==> src/rtl/irq_pkg.sv <==
`timescale 1ns/1ps
package irq_pkg;
  typedef struct packed {
    logic wrFlag;
    logic wrEnable;
    logic wrPrio;
  } regStrobe_t;

  localparam int ADDR_FLAG   = 0;
  localparam int ADDR_ENABLE = 1;
  localparam int ADDR_PRIO   = 2;
  localparam int LVL_W       = 2;
endpackage

==> src/rtl/irq_bus_ctrl.sv <==
`timescale 1ns/1ps
module irq_bus_ctrl
  import irq_pkg::*;
#(
  parameter int ADDR_W = 2
) (
  input  logic [ADDR_W-1:0] busAddr,
  input  logic              busWe,
  output regStrobe_t        strobe
);
  always_comb begin
    strobe.wrFlag   = busWe && (busAddr == ADDR_W'(ADDR_FLAG));
    strobe.wrEnable = busWe && (busAddr == ADDR_W'(ADDR_ENABLE));
    strobe.wrPrio   = busWe && (busAddr == ADDR_W'(ADDR_PRIO));
  end

  always_comb begin
    assert_strobe_onehot_R5: assert ($onehot0(strobe));
  end
endmodule

==> src/rtl/irq_regfile.sv <==
`timescale 1ns/1ps
module irq_regfile
  import irq_pkg::*;
#(
  parameter int NUM_SRC = 16,
  parameter int NUM_GRP = 7,
  parameter int DATA_W  = 16,
  parameter int ADDR_W  = 2,
  localparam int PRIO_W = LVL_W * NUM_GRP
) (
  input  logic                clk,
  input  logic                rstN,
  input  regStrobe_t          strobe,
  input  logic [ADDR_W-1:0]   busAddr,
  input  logic [DATA_W-1:0]   busWdata,
  input  logic [NUM_SRC-1:0]  srcEvent,
  output logic [NUM_SRC-1:0]  flagReg,
  output logic [NUM_SRC-1:0]  enReg,
  output logic [PRIO_W-1:0]   prioReg,
  output logic [DATA_W-1:0]   busRdata
);
  logic [NUM_SRC-1:0] wdSrc;
  logic [NUM_SRC-1:0] clrMask;

  assign wdSrc   = busWdata[NUM_SRC-1:0];
  assign clrMask = strobe.wrFlag ? wdSrc : '0;

  always_ff @(posedge clk or negedge rstN) begin
    if (!rstN) begin
      flagReg <= '0;
      enReg   <= '0;
      prioReg <= '0;
    end else begin
      flagReg <= (flagReg & ~clrMask) | srcEvent;
      if (strobe.wrEnable) enReg <= wdSrc;
      if (strobe.wrPrio)   prioReg <= busWdata[PRIO_W-1:0];
    end
  end

  always_comb begin
    case (busAddr)
      ADDR_W'(ADDR_FLAG):   busRdata = DATA_W'(flagReg);
      ADDR_W'(ADDR_ENABLE): busRdata = DATA_W'(enReg);
      ADDR_W'(ADDR_PRIO):   busRdata = DATA_W'(prioReg);
      default:              busRdata = '0;
    endcase
  end

  assert_event_sets_R2: assert property (@(posedge clk) disable iff (!rstN)
    (|srcEvent) |=> ((flagReg & $past(srcEvent)) == $past(srcEvent)));
  assert_w1c_clears_R3: assert property (@(posedge clk) disable iff (!rstN)
    strobe.wrFlag |=> ((flagReg & $past(wdSrc & ~srcEvent)) == '0));
  assert_flag_holds_R3: assert property (@(posedge clk) disable iff (!rstN)
    !strobe.wrFlag |=> ((flagReg & $past(flagReg)) == $past(flagReg)));
  assert_set_wins_R4: assert property (@(posedge clk) disable iff (!rstN)
    (strobe.wrFlag && ((wdSrc & srcEvent) != '0)) |=>
      ((flagReg & $past(wdSrc & srcEvent)) == $past(wdSrc & srcEvent)));
  assert_enable_load_R5: assert property (@(posedge clk) disable iff (!rstN)
    strobe.wrEnable |=> (enReg == $past(wdSrc)));
endmodule

==> src/rtl/irq_arbiter.sv <==
`timescale 1ns/1ps
module irq_arbiter
  import irq_pkg::*;
#(
  parameter int NUM_SRC = 16,
  parameter int NUM_GRP = 7,
  parameter int GRP_SIZE [NUM_GRP] = '{2, 1, 2, 3, 3, 4, 1},
  localparam int PRIO_W = LVL_W * NUM_GRP,
  localparam int GRP_W  = (NUM_GRP > 1) ? $clog2(NUM_GRP) : 1,
  localparam int SRC_W  = (NUM_SRC > 1) ? $clog2(NUM_SRC) : 1
) (
  input  logic               clk,
  input  logic               rstN,
  input  logic [NUM_SRC-1:0] flagReg,
  input  logic [NUM_SRC-1:0] enReg,
  input  logic [PRIO_W-1:0]  prioReg,
  input  logic [LVL_W-1:0]   cpuMask,
  output logic               irqReq,
  output logic [LVL_W-1:0]   irqLevel,
  output logic [GRP_W-1:0]   irqGroup,
  output logic [SRC_W-1:0]   irqSource
);
  function automatic logic [NUM_SRC-1:0] memberMask(int g);
    int first;
    logic [NUM_SRC-1:0] m;
    first = 0;
    for (int k = 0; k < g; k++) first += GRP_SIZE[k];
    m = '0;
    for (int s = 0; s < NUM_SRC; s++)
      if (s >= first && s < first + GRP_SIZE[g]) m[s] = 1'b1;
    return m;
  endfunction

  logic [NUM_SRC-1:0] active;
  logic [NUM_GRP-1:0] pendGrp;
  logic [LVL_W-1:0]   grpLvl [NUM_GRP];
  logic [SRC_W-1:0]   grpSrc [NUM_GRP];

  assign active = flagReg & enReg;

  for (genvar g = 0; g < NUM_GRP; g++) begin : gGroup
    localparam logic [NUM_SRC-1:0] MEMBERS = memberMask(g);
    logic [NUM_SRC-1:0] hits;
    assign hits      = active & MEMBERS;
    assign pendGrp[g] = |hits;
    assign grpLvl[g]  = prioReg[LVL_W*g +: LVL_W];
    always_comb begin
      grpSrc[g] = '0;
      for (int s = NUM_SRC - 1; s >= 0; s--)
        if (hits[s]) grpSrc[g] = SRC_W'(s);
    end
  end

  logic [LVL_W-1:0] bestLvl;
  logic [GRP_W-1:0] bestGrp;
  logic [SRC_W-1:0] bestSrc;

  always_comb begin
    bestLvl = '0;
    bestGrp = '0;
    bestSrc = '0;
    for (int g = NUM_GRP - 1; g >= 0; g--) begin
      if (pendGrp[g] && grpLvl[g] != '0 && grpLvl[g] >= bestLvl) begin
        bestLvl = grpLvl[g];
        bestGrp = GRP_W'(g);
        bestSrc = grpSrc[g];
      end
    end
  end

  always_ff @(posedge clk or negedge rstN) begin
    if (!rstN) begin
      irqReq    <= 1'b0;
      irqLevel  <= '0;
      irqGroup  <= '0;
      irqSource <= '0;
    end else begin
      irqReq    <= bestLvl > cpuMask;
      irqLevel  <= bestLvl;
      irqGroup  <= bestGrp;
      irqSource <= bestSrc;
    end
  end

  assert_winner_pending_R6: assert property (@(posedge clk) disable iff (!rstN)
    (irqLevel != '0) |-> ((($past(pendGrp) >> irqGroup) & 1) == 1));
  assert_level_matches_R8: assert property (@(posedge clk) disable iff (!rstN)
    (irqLevel != '0) |-> (irqLevel == LVL_W'($past(prioReg) >> (LVL_W * irqGroup))));
  assert_source_active_R9: assert property (@(posedge clk) disable iff (!rstN)
    (irqLevel != '0) |-> ((($past(active) >> irqSource) & 1) == 1));
  assert_req_above_mask_R10: assert property (@(posedge clk) disable iff (!rstN)
    irqReq |-> (irqLevel > $past(cpuMask)));
  assert_zero_level_quiet_R7: assert property (@(posedge clk) disable iff (!rstN)
    (irqLevel == '0) |-> !irqReq);
endmodule

==> src/rtl/prio_irq_ctrl.sv <==
`timescale 1ns/1ps
module prio_irq_ctrl
  import irq_pkg::*;
#(
  parameter int NUM_SRC = 16,
  parameter int NUM_GRP = 7,
  parameter int DATA_W  = 16,
  parameter int ADDR_W  = 2,
  parameter int GRP_SIZE [NUM_GRP] = '{2, 1, 2, 3, 3, 4, 1},
  localparam int PRIO_W = LVL_W * NUM_GRP,
  localparam int GRP_W  = (NUM_GRP > 1) ? $clog2(NUM_GRP) : 1,
  localparam int SRC_W  = (NUM_SRC > 1) ? $clog2(NUM_SRC) : 1
) (
  input  logic               clk,
  input  logic               rstN,
  input  logic [NUM_SRC-1:0] srcEvent,
  input  logic [ADDR_W-1:0]  busAddr,
  input  logic [DATA_W-1:0]  busWdata,
  input  logic               busWe,
  output logic [DATA_W-1:0]  busRdata,
  input  logic [LVL_W-1:0]   cpuMask,
  output logic               irqReq,
  output logic [LVL_W-1:0]   irqLevel,
  output logic [GRP_W-1:0]   irqGroup,
  output logic [SRC_W-1:0]   irqSource
);
  regStrobe_t         strobe;
  logic [NUM_SRC-1:0] flagReg;
  logic [NUM_SRC-1:0] enReg;
  logic [PRIO_W-1:0]  prioReg;

  irq_bus_ctrl #(.ADDR_W(ADDR_W)) uCtrl (
    .busAddr(busAddr), .busWe(busWe), .strobe(strobe)
  );

  irq_regfile #(.NUM_SRC(NUM_SRC), .NUM_GRP(NUM_GRP), .DATA_W(DATA_W),
                .ADDR_W(ADDR_W)) uRegs (
    .clk(clk), .rstN(rstN), .strobe(strobe), .busAddr(busAddr),
    .busWdata(busWdata), .srcEvent(srcEvent), .flagReg(flagReg),
    .enReg(enReg), .prioReg(prioReg), .busRdata(busRdata)
  );

  irq_arbiter #(.NUM_SRC(NUM_SRC), .NUM_GRP(NUM_GRP),
                .GRP_SIZE(GRP_SIZE)) uArb (
    .clk(clk), .rstN(rstN), .flagReg(flagReg), .enReg(enReg),
    .prioReg(prioReg), .cpuMask(cpuMask), .irqReq(irqReq),
    .irqLevel(irqLevel), .irqGroup(irqGroup), .irqSource(irqSource)
  );
endmodule

==> config.mk <==
export PLATFORM = sky130hd
export DESIGN_NAME = prio_irq_ctrl
export DESIGN_NICKNAME = d
export VERILOG_FILES = /design/src/rtl/irq_pkg.sv /design/src/rtl/irq_bus_ctrl.sv /design/src/rtl/irq_regfile.sv /design/src/rtl/irq_arbiter.sv /design/src/rtl/prio_irq_ctrl.sv
export SDC_FILE = /design/constraint.sdc
export NUM_CORES = 1
export LEC_CHECK = 0
export BUFFER_PORTS_ARGS = -buffer_cell sky130_fd_sc_hd__buf_2
export CAP_MARGIN = 20
export CORE_AREA = 2 2 92 129
export DETAILED_ROUTE_END_ITERATION = 16
export DIE_AREA = 0 0 94 131
export PLACE_DENSITY_LB_ADDON = 0.2
export SKIP_LAST_GASP = 1
export SLEW_MARGIN = 5
export SYNTH_ARGS = -nofsm -noshare
export SYNTH_HDL_FRONTEND = slang
export SYNTH_HIERARCHICAL = 1
export SYNTH_SLANG_ARGS = --single-unit
==> constraint.sdc <==
create_clock -name clk -period 17.45 [get_ports clk]
set_input_delay 0 -clock clk [delete_from_list [all_inputs] [get_ports clk]]
set_output_delay 0 -clock clk [all_outputs]
set_load 0.02 [all_outputs]
Yosys cells after proc, flatten, opt, wreduce, memory -nomap -nowiden:

Index checks and enable logic that the tools add are counted.

* word-level logic and storage cells: 90
* input port bits: 39
* output and inout port bits: 26
* register bits after elaboration: 56

* bitwise gates (word level): 4
* eq/ne operators: 2
* mux-type cells: 39
* magnitude comparators: 8
* reduce and logical (&&, ||, !) cells: 30

Operators by type and width (number)
* 4-bit two-way mux: 18
* 16-bit case mux with 3 select lines: 1
* 16-bit bitwise AND: 2
* 3-bit two-way mux: 9
* 1-bit logical AND: 17
* 16-bit two-way mux: 1
* 2-bit two-way mux: 8
* 16-bit inverter: 1
* 16-bit OR: 1
* 2-bit nonzero test: 7
* 2-bit greater-or-equal comparator: 6
* 3-bit OR reduction: 2
* 2-bit OR reduction: 2
* 4-bit OR reduction: 1
* 2-bit by 1-bit equality test with 1-bit output (second input constant): 1
* 2-bit equality test (second input constant): 1
* 2-bit by 1-bit greater-or-equal comparator with 1-bit output (second input constant): 1
* 2-bit > comparator: 1
* 2-bit zero test: 1
* 1-bit two-way mux: 2

Logic depth before layout (Yosys ltp):

Gate-level depths: netlist of the first run.

* depth in word-level cells: 23
* depth in mapped cells: 41
* depth with buffers taken out: 41

Cells and area by module:

The synthesis of the first run kept the hierarchy.

Modules (own cells, without submodules)
* irq_regfile: instances 1, area an instance 2077.0 um^2, sequential area each 1151.1 um^2, cells an instance 151
* irq_arbiter: instances 1, area an instance 1184.9 um^2, sequential area each 250.2 um^2, cells an instance 148
* irq_bus_ctrl: instances 1, area an instance 30.0 um^2, sequential area each 0.0 um^2, cells an instance 3

Worst setup path before layout of the first run:

Ideal clock, no wire load.

* path type: register to register
* from: reg uRegs.flagReg[15]
* to: reg uArb.irqReq
* setup slack: 9.752 ns
* period minus slack after synthesis: 7.698 ns
* arrival: 7.621 ns
* data required time: 17.373 ns
* library setup time: 0.077 ns
* stages on the path, launching flop included: 40
* path buffers: 1
* path through: dfrtp_1 -> and3_1 -> ha_1 -> nand2b_1 -> a21o_1 -> nand3_2 -> a22o_1 -> ha_1 -> nand2b_1 -> a311oi_1 -> o22ai_1 -> a32oi_1 -> inv_1 -> ha_1 -> nand2b_1 -> a31oi_1 -> o32ai_2 -> o21a_1 -> [4 not listed] -> nand2_1 -> a2bb2oi_4 -> nor2b_2 -> a21oi_2 -> ha_1 -> nand2b_1 -> nand2_1 -> a211oi_4 -> mux2_2 -> ha_1 -> nand2b_1 -> a21oi_1 -> a211oi_1 -> or2_1 -> buf_6 -> o21ai_0 -> ha_1 -> a21oi_1

* longest elaborated chain between the ends: 23

Ends and longest elaborated chain
* start: declaration: line irq_regfile.sv:17 `output logic [NUM_SRC-1:0] flagReg,`
* start signal: assignment: line irq_regfile.sv:34 `flagReg <= (flagReg & ~clrMask) | srcEvent;`
* 16-bit bitwise AND *: line irq_arbiter.sv:39 `assign active = flagReg & enReg;`
* 1-bit logical AND * (2 in a row): line irq_arbiter.sv:63 `if (pendGrp[g] && grpLvl[g] != '0 && grpLvl[g] >= bestLvl) begin`
* 2-bit two-way mux *: line irq_arbiter.sv:63
* 2-bit greater-or-equal comparator: line irq_arbiter.sv:63
* 1-bit logical AND: line irq_arbiter.sv:63
* 2-bit two-way mux *: line irq_arbiter.sv:63
* 2-bit greater-or-equal comparator: line irq_arbiter.sv:63
* 1-bit logical AND: line irq_arbiter.sv:63
* [6 not listed]
* 2-bit two-way mux *: line irq_arbiter.sv:63
* 2-bit greater-or-equal comparator: line irq_arbiter.sv:63
* 1-bit logical AND: line irq_arbiter.sv:63
* 2-bit two-way mux *: line irq_arbiter.sv:63
* 2-bit greater-or-equal comparator: line irq_arbiter.sv:63
* 1-bit logical AND: line irq_arbiter.sv:63
* 2-bit two-way mux *: line irq_arbiter.sv:63
* 2-bit > comparator *: line irq_arbiter.sv:78 `irqReq <= bestLvl > cpuMask;`
* end signal: assignment: line irq_arbiter.sv:78
* end: declaration: line irq_arbiter.sv:18 `output logic irqReq,`

Every way passes the cells marked *; elsewhere a longest branch is shown, timed or not.
A chain may end at the register's enable or synchronous reset.

Worst setup path in the final report of the first run:

* from: reg uRegs.flagReg[15]
* to: reg uArb.irqReq

* longest elaborated chain between the ends: 23

Ends and longest elaborated chain
* 16-bit bitwise AND *: line irq_arbiter.sv:39
* 1-bit logical AND * (2 in a row): line irq_arbiter.sv:63
* 2-bit two-way mux *: line irq_arbiter.sv:63
* 2-bit greater-or-equal comparator: line irq_arbiter.sv:63
* 1-bit logical AND: line irq_arbiter.sv:63
* 2-bit two-way mux *: line irq_arbiter.sv:63
* 2-bit greater-or-equal comparator: line irq_arbiter.sv:63
* 1-bit logical AND: line irq_arbiter.sv:63
* [7 not listed]
* 2-bit greater-or-equal comparator: line irq_arbiter.sv:63
* 1-bit logical AND: line irq_arbiter.sv:63
* 2-bit two-way mux *: line irq_arbiter.sv:63
* 2-bit greater-or-equal comparator: line irq_arbiter.sv:63
* 1-bit logical AND: line irq_arbiter.sv:63
* 2-bit two-way mux *: line irq_arbiter.sv:63
* via uArb.bestLvl[1]: line irq_arbiter.sv:54 `logic [LVL_W-1:0] bestLvl;`
* 2-bit > comparator *: line irq_arbiter.sv:78

Mark *: on every way through the listed nets, which the timed path passes. The rest lies on a longest branch.

==> metrics.cfg, run 1 <==
[status]
status = complete, no violations

[synth]
ys_seq_elements = 56
ys.flop_type = dfrtp_1
yosys.area.top_type = dfrtp_1
yosysWarnings = 6
syn_inst = 302
syn_avg_cell_area_um2 = 10.9
synth_cell_types = 59
synth.area.top_cells = dfrtp_1, mux2_2, mux2i_1
ys_seq_area_share_pct = 42.6
synth_edf_count = 0
yosysTopAreaCellShare_pct = 42.6
async_flop_share_pct = 100
syn-cell-area_um2 = 3290
syn-num-nets = 351

[setup_path]
worstPathRequired_ns = 17.63
cp_data_arrival_time_ns = 8.87
crit_type = reg -> reg
slowest_delay_ns = 0.71
critical_path.endpoint_type = flop
start_kind = flop
crit_path_frequent_cell = ha_1
cp_slowest_cell = a211oi_1
cp_max_fo = 7

[clocking]
hold_buffers = 37
clk_path_buf_depth = 2
h-tree-depth = 2
cts_sinks = 56
clk_pin_slew_ns = 0.07
ctsRootBufferMaster = clkbuf_16
postCtsResizedCells = 0
cts_buffers = 5
clk_latency_ns = 0.30
cts_tree = built
cts_setup_buffers = 0

[power]
vdd_drop_max_uv = 40.8
p_per_area_nw_per_um2 = 117
p_leak_nw = 1.87

[layout]
antenna_cells = 0
multiInputGateArea_um2 = 1730
register_area_um2 = 1400
layout-drive-gt1-share_pct = 29.4
nFillCells = 1140
fin_area_um2 = 4230
fin_nets = 450
area_growth_pct = 28.6

[sta]
finalCriticalPeriod_ns = 8.69
timing.fmax_mhz = 115
tightest_slew_ns = 1.01
fin_crit_sh_pct = 49.8
rsz0062_at_grt = no
drv_slew = 0
hold_viol = 0
skew_ns = 0.00528
fin_tns_setup_ns = 0
setup_viol = 0
slew_headroom_pct = 32.9

[placed_design]
gp_congestion = 0.842
numPortBuffers = 64
place_hpwl_um = 6320
placed_cell_area_um2 = 3700

[global_route]
grt_pass1_wl_um = 14000
grt_overflow_total = 0
antenna_found_initial = 0
grt_max_degree = 57
grtUsageTotal_pct = 14.9
grt_pass1_vias = 2738

[detailed_routing]
viasPerCell = 4.80
drt_iter0_drc = 110
routed_wl_um = 8650
drcViolationCount = 0
ant_nets = 0
wl_per_cell_um = 15.8
firstDrtPassIters = 4
num_vias = 2621

[floorplanning]
core_um2 = 11200
start_util_pct = 29.3
ioPinCount = 65
die_y_um = 131
dieWidth_um = 94
die_area_um2 = 12300
rows = 46

[run]
cap_violations = 0

[min_path]
hp-class = in -> reg

-- stage by stage --
step	setup WS [ns]	power (mW)	util, %	cells	hold slack (ns)
2_1_floorplan	9.75	0.327	-	302	-0.296
5_1_grt	8.05	0.535	37.7	546	0.0244
3_5_place_dp	8.84	0.381	33.0	501	0.182
6_report	8.76	0.497	37.7	546	0.00800
4_1_cts	8.81	0.504	37.7	546	0.00646
3_3_place_gp	9.01	0.379	33.0	501	0.177
-- cell usage in the layout (no fill, tap or decap), types with 5 or more instances in the layout --
cell type	synthesis	layout
buf_2	0	64
dfrtp_1	56	56
dlygate4sd3_1	0	37
nand2_1	36	36
mux2_2	29	29
a21o_1	19	19
mux2i_1	19	19
inv_1	15	15
nor2_1	15	15
o2bb2ai_1	15	15
a21oi_1	12	12
ha_1	10	10
nand2b_1	6	6
clkbuf_16	0	5
-- power breakdown --
part | total, mW | internal [mW] | switching, mW
clock network | 0.114 | 0.0676 | 0.0460
registers | 0.175 | 0.156 | 0.0191
logic | 0.209 | 0.0909 | 0.118
-- critical path, delay by kind of cell (launching register included) --
family	cells	cell delay (ns)
AOI/OAI and AO/OA	16	3.50
adders and majority gates	7	1.94
and+or+nand+nor	12	1.84
muxes	2	0.75
DFF	1	0.40
buffers and inverters	1	0.10
-- sequential cells by signal, summed over array words and instances, names as in the netlist --
signal	flops
uArb/irqGroup	3
uArb/irqLevel	2
uArb/irqReq	1
uArb/irqSource	4
uRegs/enReg	16
uRegs/flagReg	16
uRegs/prioReg	14
-- metal layers --
layer / up-vias / track usage (%) / routed length, µm
li1: 1301 / - / -
met3: 13 / 2.64 / 250
met5: - / 0 / 0
met1: 1262 / 17.7 / 3660
met2: 45 / 26.2 / 4520
met4: 0 / 6.56 / 213
-- kinds of logic after synthesis --
family                   after synthesis  share of synthesized area [%]
adder cells (fa/ha/maj)               10                           3.80
AO/OA/AOI/OAI                         79                           19.2
AND/OR/NAND/NOR                       81                           12.8
buffers and inverters                 26                           4.98
multiplexers                          50                           16.6
flip-flops                            56                           42.6
-- path summary, 6_finish.rpt --
path	to	slack, ns	cells after the start	startpoint
max	uArb/irqReq	8.76	38	uRegs/flagReg[15]
min	uArb/irqReq	0.008	3	cpuMask[0]
max reg2reg	uArb/irqReq	8.76	38	uRegs/flagReg[15]
min reg2reg	uRegs/flagReg[15]	0.52	1	uRegs/flagReg[15]
max in group asynchronous	uArb/irqReq	16.57	3	rstN
min in group asynchronous	uRegs/flagReg[14]	0.39	3	rstN
-- Yosys cell counts, types with 2 or more instances --
library cell  count
a31oi_1           3
mux2_2           29
a211oi_1          2
o21ai_1           2
nor2_1           15
o21ai_0           2
a22oi_1           3
mux2i_1          19
nand2b_1          6
buf_4             3
nand2_1          36
a21o_1           19
o2bb2ai_1        15
and3b_1           2
dfrtp_1          56
and2_1            2
o21a_1            2
nand3_1           4
mux2_4            2
buf_6             5
ha_1             10
inv_1            15
a311oi_1          3
a21oi_1          12
-- cell type report --
| cell class | count | area share, % |
|---|---|---|
| tap | 144 | 4.26 |
| sequential | 56 | 33.1 |
| timing repair buffer | 103 | 16.7 |
| clock inverter | 2 | 0.827 |
| inverter | 15 | 1.33 |
| multi-input combinational | 220 | 40.8 |
| clock buffer | 6 | 3.04 |
(Power assumes the default switching activity.)
==> inputs of run 2 (changes only) <==
Clock period 17.45 ns to 7.7 ns, I/O delays scaled along.
==> run 2 against run 1 <==
  * Combinational power rose to 3.0 times the previous value
  * Die area unchanged
  * Wire length up 5.3%
  * Non-clock buffer count up 21
  * Clock skew down 0.0024 ns
  * Flip-flop and latch count unchanged
  * Critical path type unchanged
==> metrics.cfg, run 2 (same netlist as run 1, synthesis figures left out) <==
[setup_path]
cp_slowest_cell = dfrtp_1
worstPathRequired_ns = 7.89
cp_data_arrival_time_ns = 7.71
r2r_slack_ns = 0.18
reg2reg_depth = 39
r2r-end = uArb/irqReq
crit_type = reg -> reg
critical_path.endpoint_type = flop
regToRegStartpoint = uRegs/enReg[15]
cp_max_fo = 5
start_kind = flop
slowest_delay_ns = 0.41

[global_route]
grt_max_degree = 57
grtUsageTotal_pct = 14.7
grt_pass1_vias = 2730
grt_overflow_total = 0
antenna_found_initial = 0
grt_pass1_wl_um = 14000

[layout]
largestRegisters = uRegs/enReg: 16 flops, uRegs/flagReg: 16 flops, uRegs/prioReg: 14 flops
multiInputGateArea_um2 = 1890
register_area_um2 = 1400
layout-drive-gt1-share_pct = 39.0
antenna_cells = 0
area_growth_pct = 37.7
nFillCells = 1128
final_cell_mix = buf_2, dfrtp_1, dlygate4sd3_1
fin_nets = 471
layout_commonest_cell = buf_2

[detailed_routing]
firstDrtPassIters = 4
num_vias = 2768
routed_wl_um = 9110
ant_nets = 0
wl_per_cell_um = 16.1
drcViolationCount = 0
viasPerCell = 4.88
drt_iter0_drc = 132

[min_path]
hold_end = uArb/irqReq
hp-class = in -> reg
min_from = cpuMask[0]
hold_depth = 3

[clocking]
ctsRootBufferMaster = clkbuf_16
clk_latency_ns = 0.30
cts_buffers = 5
clk_pin_slew_ns = 0.07
cts_sinks = 56
h-tree-depth = 2
clk_path_buf_depth = 2
cts_tree = built

[sta]
timing.fmax_mhz = 133
tightest_slew_ns = 0.955
hold_viol = 0
drv_slew = 0
whs_ns = 0.0114
fin_crit_sh_pct = 97.7
skew_ns = 0.00285
slew_headroom_pct = 36.3
finalCriticalPeriod_ns = 7.52
setup_viol = 0

[floorplanning]
start_util_pct = 29.3
die_area_um2 = 12300
dieWidth_um = 94
core_um2 = 11200
rows = 46
die_y_um = 131
ioPinCount = 65

[power]
pwr-share-clk_pct = 18.2
p_seq_share_pct = 31.3
p_leak_nw = 2.01
intPower_uw = 786
p_total_mw = 1.26
switching_share_pct = 37.7
p_per_area_nw_per_um2 = 278
vdd_drop_max_uv = 90.6
comb_power_share_pct = 50.6
p_switching_uw = 475

[status]
status = complete, no violations

[placed_design]
gp_congestion = 0.876
place_hpwl_um = 6360
numPortBuffers = 64

[run]
cap_violations = 0

[run 2: cell types whose count changed in the layout (fill, tap and decap cells not counted), moves of 3 or more]
cell and delta:
buf_4 +22, a21oi_1 -7, nand2b_1 -6, nand2b_4 +6
a21oi_2 +5, ha_1 -3
[run 2: cell type report]
| cell class | instances | area share, % |
|---|---|---|
| clock buffers | 5 | 2.76 |
| clock inverters | 3 | 0.414 |
| inverters | 15 | 1.24 |
| multi-input cells | 220 | 41.7 |
| flip-flops and latches | 56 | 30.9 |
| well taps | 144 | 3.98 |
| repair buffers | 124 | 19.0 |
[run 2: how the worst max path moves through the flow]
stage                      startpoint     endpoint  slack [ns]  depth (start not counted)
floorplan           uRegs/flagReg[15]  uArb/irqReq       0.002                         39
finish                uRegs/enReg[15]  uArb/irqReq        0.18                         39
global placement    uRegs/flagReg[15]  uArb/irqReq        0.08                         41
global route          uRegs/enReg[15]  uArb/irqReq       -0.12                         39
detailed placement  uRegs/flagReg[15]  uArb/irqReq       -0.10                         41
CTS                 uRegs/flagReg[15]  uArb/irqReq     0.00004                         39
[run 2: worst max-delay path: cells and delay by family (launching register included)]
family | cells | cell delay, ns
compound gates | 17 | 2.30
fa+ha+maj | 7 | 1.98
simple gates | 10 | 1.58
mux | 3 | 0.82
flops | 1 | 0.41
buf+inv | 2 | 0.28
[run 2: through the flow]
| stage | area, µm² | util, % | std cells | TNS [ns] | setup slack [ns] |
|---|---|---|---|---|---|
| floorplan | 3290 | - | 302 | 0 | 0.00166 |
| global placement | 3790 | 33.8 | 513 | 0 | 0.0814 |
| detailed placement | 3790 | 33.8 | 513 | -0.101 | -0.101 |
| CTS | 4310 | 38.4 | 557 | 0 | 0.0000382 |
| global route | 4530 | 40.4 | 567 | -0.117 | -0.117 |
| finish | 4530 | 40.4 | 567 | 0 | 0.179 |
[run 2: power by group through the flow]
| stage | combinational (mW) | clock [mW] | sequential [mW] |
|---|---|---|---|
| after floorplan | 0.319 | 0 | 0.423 |
| final | 0.637 | 0.229 | 0.394 |
| after detailed placement | 0.504 | 0 | 0.399 |
| after CTS | 0.525 | 0.236 | 0.393 |
| after global placement | 0.500 | 0 | 0.398 |
| after global routing | 0.692 | 0.246 | 0.404 |
[run 2: routing by layer]
metal | GRT usage (%) | vias to the layer above | part of all wire (%)
li1 | - | 1341 | -
met1 | 17.6 | 1376 | 42
met2 | 27.1 | 41 | 54
met3 | 1.78 | 10 | 2.2
met4 | 4.94 | 0 | 1.8
met5 | 0 | - | 0
[run 2: repair_timing]
item | in CTS | in global routing
setup buffers | 0 | 10
endpoints found under the setup margin | 1 | 9
cloned | 0 | 0
resized for setup | 3 | 26
pin swaps | 1 | 18
hold endpoints to repair | 102 | 0
hold buffers | 36 | 0
